File: config.mk
export PLATFORM = sky130hd
export DESIGN_NAME = clkloss_ready_guard
export DESIGN_NICKNAME = d
export VERILOG_FILES = /design/src/rtl/clkloss_pkg.sv /design/src/rtl/clk_activity_mon.sv /design/src/rtl/ctrl_reg.sv /design/src/rtl/ready_override.sv /design/src/rtl/clkloss_ready_guard.sv
export SDC_FILE = /design/constraint.sdc
export NUM_CORES = 1
export LEC_CHECK = 0
export ABC_AREA = 1
export BUFFER_PORTS_ARGS = -buffer_cell sky130_fd_sc_hd__buf_2
export CELL_PAD_IN_SITES_DETAIL_PLACEMENT = 0
export CELL_PAD_IN_SITES_GLOBAL_PLACEMENT = 1
export CORE_ASPECT_RATIO = 1.4
export CORE_UTILIZATION = 38
export CTS_CLUSTER_SIZE = 8
export DETAILED_ROUTE_END_ITERATION = 16
export PLACE_DENSITY_LB_ADDON = 0.3
export SYNTH_ARGS = -nofsm -noshare
export SYNTH_HDL_FRONTEND = slang
export SYNTH_SLANG_ARGS = --single-unit
File: constraint.sdc
create_clock -name osc_clk -period 1.3 [get_ports osc_clk]
set_input_delay 0.325 -clock osc_clk [delete_from_list [all_inputs] [get_ports osc_clk]]
set_output_delay 0.325 -clock osc_clk [all_outputs]
set_load 0.03 [all_outputs]
File: src/rtl/clkloss_pkg.sv
package clkloss_pkg;
    localparam int unsigned NUM_MON      = 2;
    localparam int unsigned MON_TX       = 0;
    localparam int unsigned MON_RX       = 1;
    localparam logic [7:0]  CTRL_ADDR    = 8'h01;
    localparam logic [7:0]  CTRL_RESET   = 8'hA0;
    localparam int unsigned CTRL_EN_BIT  = 7;
endpackage

File: src/rtl/clk_activity_mon.sv
module clk_activity_mon #(
    parameter int unsigned LOSS_LIMIT = 32,
    parameter int unsigned SYNC_DEPTH = 2
) (
    input  logic osc_clk,
    input  logic rst_n,
    input  logic mon_clk,
    output logic lost_o
);
    localparam int unsigned CNT_W = $clog2(LOSS_LIMIT + 1);
    localparam logic [CNT_W-1:0] LIMIT_V = CNT_W'(LOSS_LIMIT);

    typedef struct packed {
        logic [SYNC_DEPTH-1:0] sync;
        logic                  prev;
        logic [CNT_W-1:0]      cnt;
    } mon_state_t;

    mon_state_t st_d, st_q;
    logic       edge_seen;

    always_comb begin
        st_d      = st_q;
        st_d.sync = {st_q.sync[SYNC_DEPTH-2:0], mon_clk};
        st_d.prev = st_q.sync[SYNC_DEPTH-1];
        edge_seen = st_q.sync[SYNC_DEPTH-1] ^ st_q.prev;
        if (edge_seen) begin
            st_d.cnt = '0;
        end else if (st_q.cnt != LIMIT_V) begin
            st_d.cnt = st_q.cnt + 1'b1;
        end
    end

    always_ff @(posedge osc_clk or negedge rst_n) begin
        if (!rst_n) st_q <= '0;
        else        st_q <= st_d;
    end

    assign lost_o = (st_q.cnt == LIMIT_V);


    no_overflow_chk: assert property (@(posedge osc_clk) disable iff (!rst_n)
        st_q.cnt <= LIMIT_V);

    loss_needs_silence_chk: assert property (@(posedge osc_clk) disable iff (!rst_n)
        $rose(lost_o) |-> !$past(edge_seen));

    edge_clears_loss_chk: assert property (@(posedge osc_clk) disable iff (!rst_n)
        edge_seen |=> !lost_o);
endmodule

File: src/rtl/ctrl_reg.sv
module ctrl_reg
    import clkloss_pkg::*;
(
    input  logic       osc_clk,
    input  logic       rst_n,
    input  logic       cfg_we,
    input  logic [7:0] cfg_addr,
    input  logic [7:0] cfg_wdata,
    output logic [7:0] ctrl_o,
    output logic       prot_en_o
);
    typedef struct packed {
        logic [7:0] ctrl;
    } reg_state_t;

    reg_state_t st_d, st_q;

    always_comb begin
        st_d = st_q;
        if (cfg_we && (cfg_addr == CTRL_ADDR)) st_d.ctrl = cfg_wdata;
    end

    always_ff @(posedge osc_clk or negedge rst_n) begin
        if (!rst_n) st_q.ctrl <= CTRL_RESET;
        else        st_q      <= st_d;
    end

    assign ctrl_o    = st_q.ctrl;
    assign prot_en_o = st_q.ctrl[CTRL_EN_BIT];


    foreign_addr_ignored_chk: assert property (@(posedge osc_clk) disable iff (!rst_n)
        (cfg_we && cfg_addr != CTRL_ADDR) |=> $stable(ctrl_o));

    idle_hold_chk: assert property (@(posedge osc_clk) disable iff (!rst_n)
        !cfg_we |=> $stable(ctrl_o));
endmodule

File: src/rtl/ready_override.sv
module ready_override
    import clkloss_pkg::*;
(
    input  logic               osc_clk,
    input  logic               rst_n,
    input  logic               prot_en,
    input  logic [NUM_MON-1:0] lost,
    input  logic               bus_sel,
    input  logic               bus_rd,
    input  logic               bus_wr,
    output logic               ready_o
);
    typedef struct packed {
        logic ready;
    } rdy_state_t;

    rdy_state_t st_d, st_q;
    logic       cycle_open;

    always_comb begin
        cycle_open = bus_sel && (bus_rd || bus_wr);
        st_d       = st_q;
        st_d.ready = prot_en && (|lost) && cycle_open;
    end

    always_ff @(posedge osc_clk or negedge rst_n) begin
        if (!rst_n) st_q <= '0;
        else        st_q <= st_d;
    end

    assign ready_o = st_q.ready;


    release_on_close_chk: assert property (@(posedge osc_clk) disable iff (!rst_n)
        !cycle_open |=> !ready_o);

    disabled_no_force_chk: assert property (@(posedge osc_clk) disable iff (!rst_n)
        !prot_en |=> !ready_o);

    needs_loss_chk: assert property (@(posedge osc_clk) disable iff (!rst_n)
        (lost == '0) |=> !ready_o);
endmodule

File: src/rtl/clkloss_ready_guard.sv
module clkloss_ready_guard
    import clkloss_pkg::*;
#(
    parameter int unsigned LOSS_LIMIT = 32,
    parameter int unsigned SYNC_DEPTH = 2
) (
    input  logic       osc_clk,
    input  logic       rst_n,
    input  logic       tx_clk_in,
    input  logic       rx_clk_in,
    input  logic       bus_sel,
    input  logic       bus_rd,
    input  logic       bus_wr,
    input  logic       cfg_we,
    input  logic [7:0] cfg_addr,
    input  logic [7:0] cfg_wdata,
    output logic [7:0] ctrl_byte,
    output logic       tx_clk_lost,
    output logic       rx_clk_lost,
    output logic       bus_ready_force
);
    logic [NUM_MON-1:0] watched;
    logic [NUM_MON-1:0] lost_vec;
    logic               prot_en;

    assign watched[MON_TX] = tx_clk_in;
    assign watched[MON_RX] = rx_clk_in;

    for (genvar g = 0; g < NUM_MON; g++) begin : g_mon
        clk_activity_mon #(
            .LOSS_LIMIT (LOSS_LIMIT),
            .SYNC_DEPTH (SYNC_DEPTH)
        ) mon_i (
            .osc_clk (osc_clk),
            .rst_n   (rst_n),
            .mon_clk (watched[g]),
            .lost_o  (lost_vec[g])
        );
    end

    ctrl_reg ctrl_i (
        .osc_clk   (osc_clk),
        .rst_n     (rst_n),
        .cfg_we    (cfg_we),
        .cfg_addr  (cfg_addr),
        .cfg_wdata (cfg_wdata),
        .ctrl_o    (ctrl_byte),
        .prot_en_o (prot_en)
    );

    ready_override rdy_i (
        .osc_clk (osc_clk),
        .rst_n   (rst_n),
        .prot_en (prot_en),
        .lost    (lost_vec),
        .bus_sel (bus_sel),
        .bus_rd  (bus_rd),
        .bus_wr  (bus_wr),
        .ready_o (bus_ready_force)
    );

    assign tx_clk_lost = lost_vec[MON_TX];
    assign rx_clk_lost = lost_vec[MON_RX];


    force_follows_open_cycle_chk: assert property (@(posedge osc_clk) disable iff (!rst_n)
        bus_ready_force |-> $past(bus_sel));
endmodule

==> metrics.txt, run 1 <==
final instance area between 1500 and 2000 µm²; crit path setup slack, layout -0.221 ns; sw frac between 20% and 30%; CTS Buf Count 3; Initial DRT Pass Iterations 4; Mapped Avg Cell Area 9.57 µm²; Reg power frac about half; first-pass GRT wire length 4610 µm; fin util about 57%; flops & latches, synth 27; chip width approximately 51 µm; Clk pin slew, worst setup/hold paths approximately 0.09 ns; leakage about 0.94 nW; vias in the first global route around 1.1k; PD cells a little over 1000 nW/µm²; drt total wl approximately 2700 µm; largest net degree at the start of global routing 17; Max Slew Vio Count 0; Yosys Warn Count 0; DP HPWL about 2000 µm; GR Overflow Total 0; period utilization 117%; max-cap violation count 0; Clock Power Share roughly 25%; Total Power 1.84 mW; slew margin rel. 79.6%; Worst Max-Slew Pin Slew slightly above 0.3 ns; WP data arrival 1.20 ns; CP max FO 2; Layout Skew ~0.0054 ns; Starting Density 40.9%; port buffer count 34; Ports 35; CTS root buf clkbuf_8; Final #Nets 220; RSZ-0062 raised after global routing true; crit end category output pin; DRC 0; antenna viol nets, final 0; Synth cell types 20; setup violators final 2; setup_tns -0.432 ns; clk_lat worst skew around 0.26 ns; Core Footprint approximately 3200 µm²; crit path kind register to output pin; Placer Congestion ~0.77; # diodes 0; f_max roughly 660 MHz; Mapped Cells between 100 and 150; Hold Path Class primary input to register; post-route minimum period 1.52 ns; drt initial violations 11; most common cell after layout, fill and taps aside buf_2; CTS max path bufs 2; type of origin of the critical path register; Max VDD drop just under 0.0006 V; row count 24; sw power roughly 0.50 mW; syn_nets 164; most frequent cells in the layout buf_2 (30), nand2_1 (29), dfrtp_1 (25); antenna violations before repair 0; Die H 71.2 µm; violations in the final reports negative setup slack; Final Hold Fails 0; Seq/Total Area, Yosys a little over half; routed vias/inst 4.71; Die Area ~3700 µm²; share of cells above drive strength 1 between 40 and 50%; Critical Path RT between 0.9 and 1 ns; WL/cell roughly 12 µm; via count roughly 1.1k; DP Area around 1600 µm²; synthesized area 1300 µm²; CTS tree yes; Area Growth Syn to Fin 38.3%; clock sinks 27; GR Util All Layers between 10% and 20%; status complete, but fails checks; combinational group share of total power 24.5%; Fin Hold WS about 0.16 ns; Cell Int Power about 1.3 mW; H-tree depth 1
[critical path, stage by stage, from the launching register on]
cell and delay, ns:
dfrtp_1 0.40, inv_2 0.08, ha_4 0.15, nand2_4 0.05
nor2_4 0.11, buf_6 0.14
[synth_stat cells (all sizes together)]
master	instances	area, µm²
nand4	2	12.5
nand3	24	133
nand2	34	135
o211ai	1	7.51
inv	13	48.8
ha	4	50.1
xor2	7	61.3
o21bai	2	15.0
buf	1	7.51
dfrtp	25	626
nor2	18	111
xnor2	2	32.5
a21oi	1	8.76
dfstp	2	52.6
[power groups by stage]
stage	clock network (mW)	registers [mW]	logic, mW
finish	0.457	0.931	0.450
global route	0.514	0.936	0.492
CTS	0.482	0.927	0.368
detailed placement	0	0.941	0.328
global placement	0	0.937	0.315
floorplan	0	0.973	0.141
[final timing paths]
path | from | to | slack [ns] | depth (start not counted)
max reg2reg | g_mon[0].mon_i.st_q[1]$_DFFE_PN0P_ | g_mon[0].mon_i.st_q[4]$_DFFE_PN0P_ | 0.05 | 6
max in group asynchronous | rst_n | ctrl_i.ctrl_o[7]$_DFFE_PN1P_ | 0.38 | 3
min in group asynchronous | rst_n | g_mon[0].mon_i.st_q[6]$_DFF_PN0_ | 0.46 | 2
min | tx_clk_in | g_mon[0].mon_i.st_d[8]$_DFF_PN0_ | 0.16 | 1
max | g_mon[0].mon_i.st_q[1]$_DFFE_PN0P_ | tx_clk_lost | -0.22 | 5
min reg2reg | g_mon[0].mon_i.st_d[8]$_DFF_PN0_ | g_mon[0].mon_i.st_d[6]$_DFF_PN0_ | 0.37 | 0
[repair_timing]
item	4_1_cts	5_1_grt
pin swaps	4	1
resized for setup	13	13
setup buffers	5	3
endpoints found under the setup margin	4	10
hold endpoints to repair	11	0
hold buffers	1	0
[area by class of cell]
type,count,area (µm²)
Clock buffer,4,45.0
Multi-Input combinational cell,95,629
Tap cell,39,48.8
Sequential cell,27,678
Inverter,13,48.8
Timing Repair Buffer,52,349
Fill cell,303,1380
[stage by stage]
| stage | instances | worst slack [ns] |
|---|---|---|
| detailed placement | 217 | -0.0365 |
| CTS | 227 | -0.233 |
| floorplan | 136 | 0.0456 |
| finish | 230 | -0.221 |
| global route | 230 | -0.295 |
| global placement | 217 | -0.00538 |
[per-layer routing]
layer	global-route usage, %	part of all wire [%]	vias to the layer above
met5	0	0	-
met3	2.55	3.8	4
met2	31.5	55	31
met4	6.01	1.5	0
li1	-	-	542
met1	18.3	40	506
[sequential cells by signal (all words and copies together), names as in the netlist]
name and count:
ctrl_i.ctrl_o 8, g_mon.mon_i.st_d 4, g_mon.mon_i.st_q 14, rdy_i.ready_o 1
[logic make-up after synthesis]
group | share of synthesized area (%)
xor gates and xnor gates | 7.21
AOI/OAI and AO/OA | 2.40
buffers and inverters | 4.33
adders and majority gates | 3.85
and+or+nand+nor | 30.1
DFF | 52.1
Power figures use the tool's default switching activity.
==> run 2: changes to the inputs <==
Settings changed: BUFFER_PORTS_ARGS -buffer_cell sky130_fd_sc_hd__buf_2 to unset, CORE_UTILIZATION 38 to 45, DONT_BUFFER_PORTS set to 1.
==> run 2 against run 1 <==
Against the previous run: the run still ends with negative setup slack left; routed wire length down 13%; hold slack worse by 0.057 ns; sequential share of layout area grew 6.1 points; setup slack lost 0.071 ns; clock skew decreased by 0.0034 ns; combinational power shrank 24%; final cell count down 18%; via count down 11%; non-clock buffer count decreased by 38; die area down 15%; largest cell class unchanged.
==> metrics.txt, run 2 (synthesis results as in run 1) <==
most common cell after layout, fill and taps aside nand2_1; Cells on Worst Hold Path 2; crit path setup slack, layout -0.292 ns; WL/cell between 10 and 15 µm; setup_tns -0.548 ns; worst-path cell chain inv_2 > ha_4 > nand2_2 > nor2_4; Hold Path Class primary input to register; via count 960; type of origin of the critical path register; post-place setup slack 0.0396 ns; Initial DRT Pass Iterations 4; GR Overflow Total 0; Max Slew Vio Count 0; antenna violations before repair 0; Crit-path slowest cell dfrtp_1; hold path startpoint cfg_wdata[5]; CTS root buf clkbuf_4; drt total wl approximately 2400 µm; routed vias/inst a little over 5; period utilization 122%; RSZ-0062 raised after global routing true; violations in the final reports negative setup slack; CTS Buf Count 3; setup violators final 3; Die H approximately 66 µm; Critical Path Max Stage Delay roughly 0.42 ns; Fillers ~250; vias in the first global route roughly 1,000; largest net degree at the start of global routing 28; Starting Density between 40% and 50%; Critical Path RT a little under 1 ns; # diodes 0; number of flip-flops in the largest register 14; Total Power ~1.6 mW; Final Hold Fails 0; crit end category output pin; Clk pin slew, worst setup/hold paths approximately 0.13 ns; post-route minimum period ~1.6 ns; max-cap violation count 0; worst reg2reg endpoint g_mon[1].mon_i.st_q[4]$_DFFE_PN0P_; status complete, but fails checks; chip width between 40 and 50 µm; port buffer count 0; crit path kind register to output pin; end of the worst hold path ctrl_i.ctrl_o[5]$_DFFE_PN1P_; PD cells between 1000 and 1500 nW/µm²; Area Growth Syn to Fin 19.1%; leakage 0.758 nW; Core Footprint approximately 2700 µm²; Die Area 3110 µm²; DP HPWL 1720 µm; H-tree depth 1; most frequent cells in the layout nand2_1 (29), dfrtp_1 (25), nand3_1 (22); f_max roughly 630 MHz; CTS tree yes; r2r startpoint g_mon[1].mon_i.st_q[0]$_DFFE_PN0P_; Fin Hold WS between 0.1 and 0.15 ns; CP max FO 3; slew margin rel. 78.1%; CTS max path bufs 2; WP data arrival approximately 1.3 ns; Reg with most FFs g_mon.mon_i.st_q; Ports 35; share of cells above drive strength 1 27.5%; antenna viol nets, final 0; Placer Congestion about 0.79; drt initial violations 14; first-pass GRT wire length just under 4000 µm; clock sinks 27; Layout Skew around 0.0021 ns; Final #Nets between 150 and 200; clk_lat worst skew 0.32 ns; worst r2r path cells 6; Max VDD drop 0.000634 V; Critical path origin g_mon[0].mon_i.st_q[0]$_DFFE_PN0P_; worst reg-to-reg setup slack ~0.06 ns; Worst Max-Slew Pin Slew 0.329 ns; GR Util All Layers between 10% and 20%; row count 22; DRC 0
==> run 2: worst max path at each step <==
stage / end / slack (ns) / depth (start not counted)
6_report: tx_clk_lost / -0.29 / 4
5_1_grt: tx_clk_lost / -0.34 / 4
4_1_cts: tx_clk_lost / -0.28 / 4
3_5_place_dp: rx_clk_lost / 0.04 / 4
3_3_place_gp: tx_clk_lost / 0.08 / 4
2_1_floorplan: rx_clk_lost / 0.05 / 4
==> run 2: routing by layer <==
layer  part of all wire [%]  vias to the layer above  global-route usage (%)  routed length (µm)
met5                      0                        -                       0                   0
met4                    3.4                        0                    8.93                  80
met3                    3.7                        9                    1.92                  86
met2                     55                       28                    32.0                1300
met1                     38                      455                    18.3                 890
li1                       -                      468                       -                   -
==> run 2: worst max-delay path, delay by kind of cell (launching register included) <==
kind,cells,cell delay (ns)
adder cells (fa/ha/maj),1,0.14
AND/OR/NAND/NOR,2,0.30
buffers and inverters,1,0.09
flip-flops,1,0.42
==> run 2: final cells by class <==
class	count	area, µm²	area share, %
flip-flops and latches	27	678	43.7
multi-input cells	95	627	40.4
repair buffers	14	125	8.07
inverters	13	48.8	3.15
well taps	36	45.0	2.91
clock buffers	4	26.3	1.69
==> run 2: per-stage QoR <==
| step | utilization, % | instances | area (µm²) |
|---|---|---|---|
| after floorplan | - | 136 | 1300 |
| after global placement | 51.5 | 176 | 1380 |
| after detailed placement | 51.5 | 176 | 1380 |
| final | 58.1 | 189 | 1550 |
| after global routing | 58.1 | 189 | 1550 |
| after CTS | 55.3 | 185 | 1480 |
==> run 2: where the power goes <==
part           total, mW  internal [mW]  switching, mW
Combinational      0.340          0.165          0.176
Sequential         0.955          0.894         0.0609
Clock              0.347          0.120          0.227
==> run 2: what timing repair did <==
action | CTS | global route
endpoints found under the hold margin | 27 | 2
endpoints found under the setup margin | 4 | 6
gates resized for setup | 8 | 6
hold buffers | 2 | 2
pin swaps | 3 | 2
buffers inserted | 3 | 2
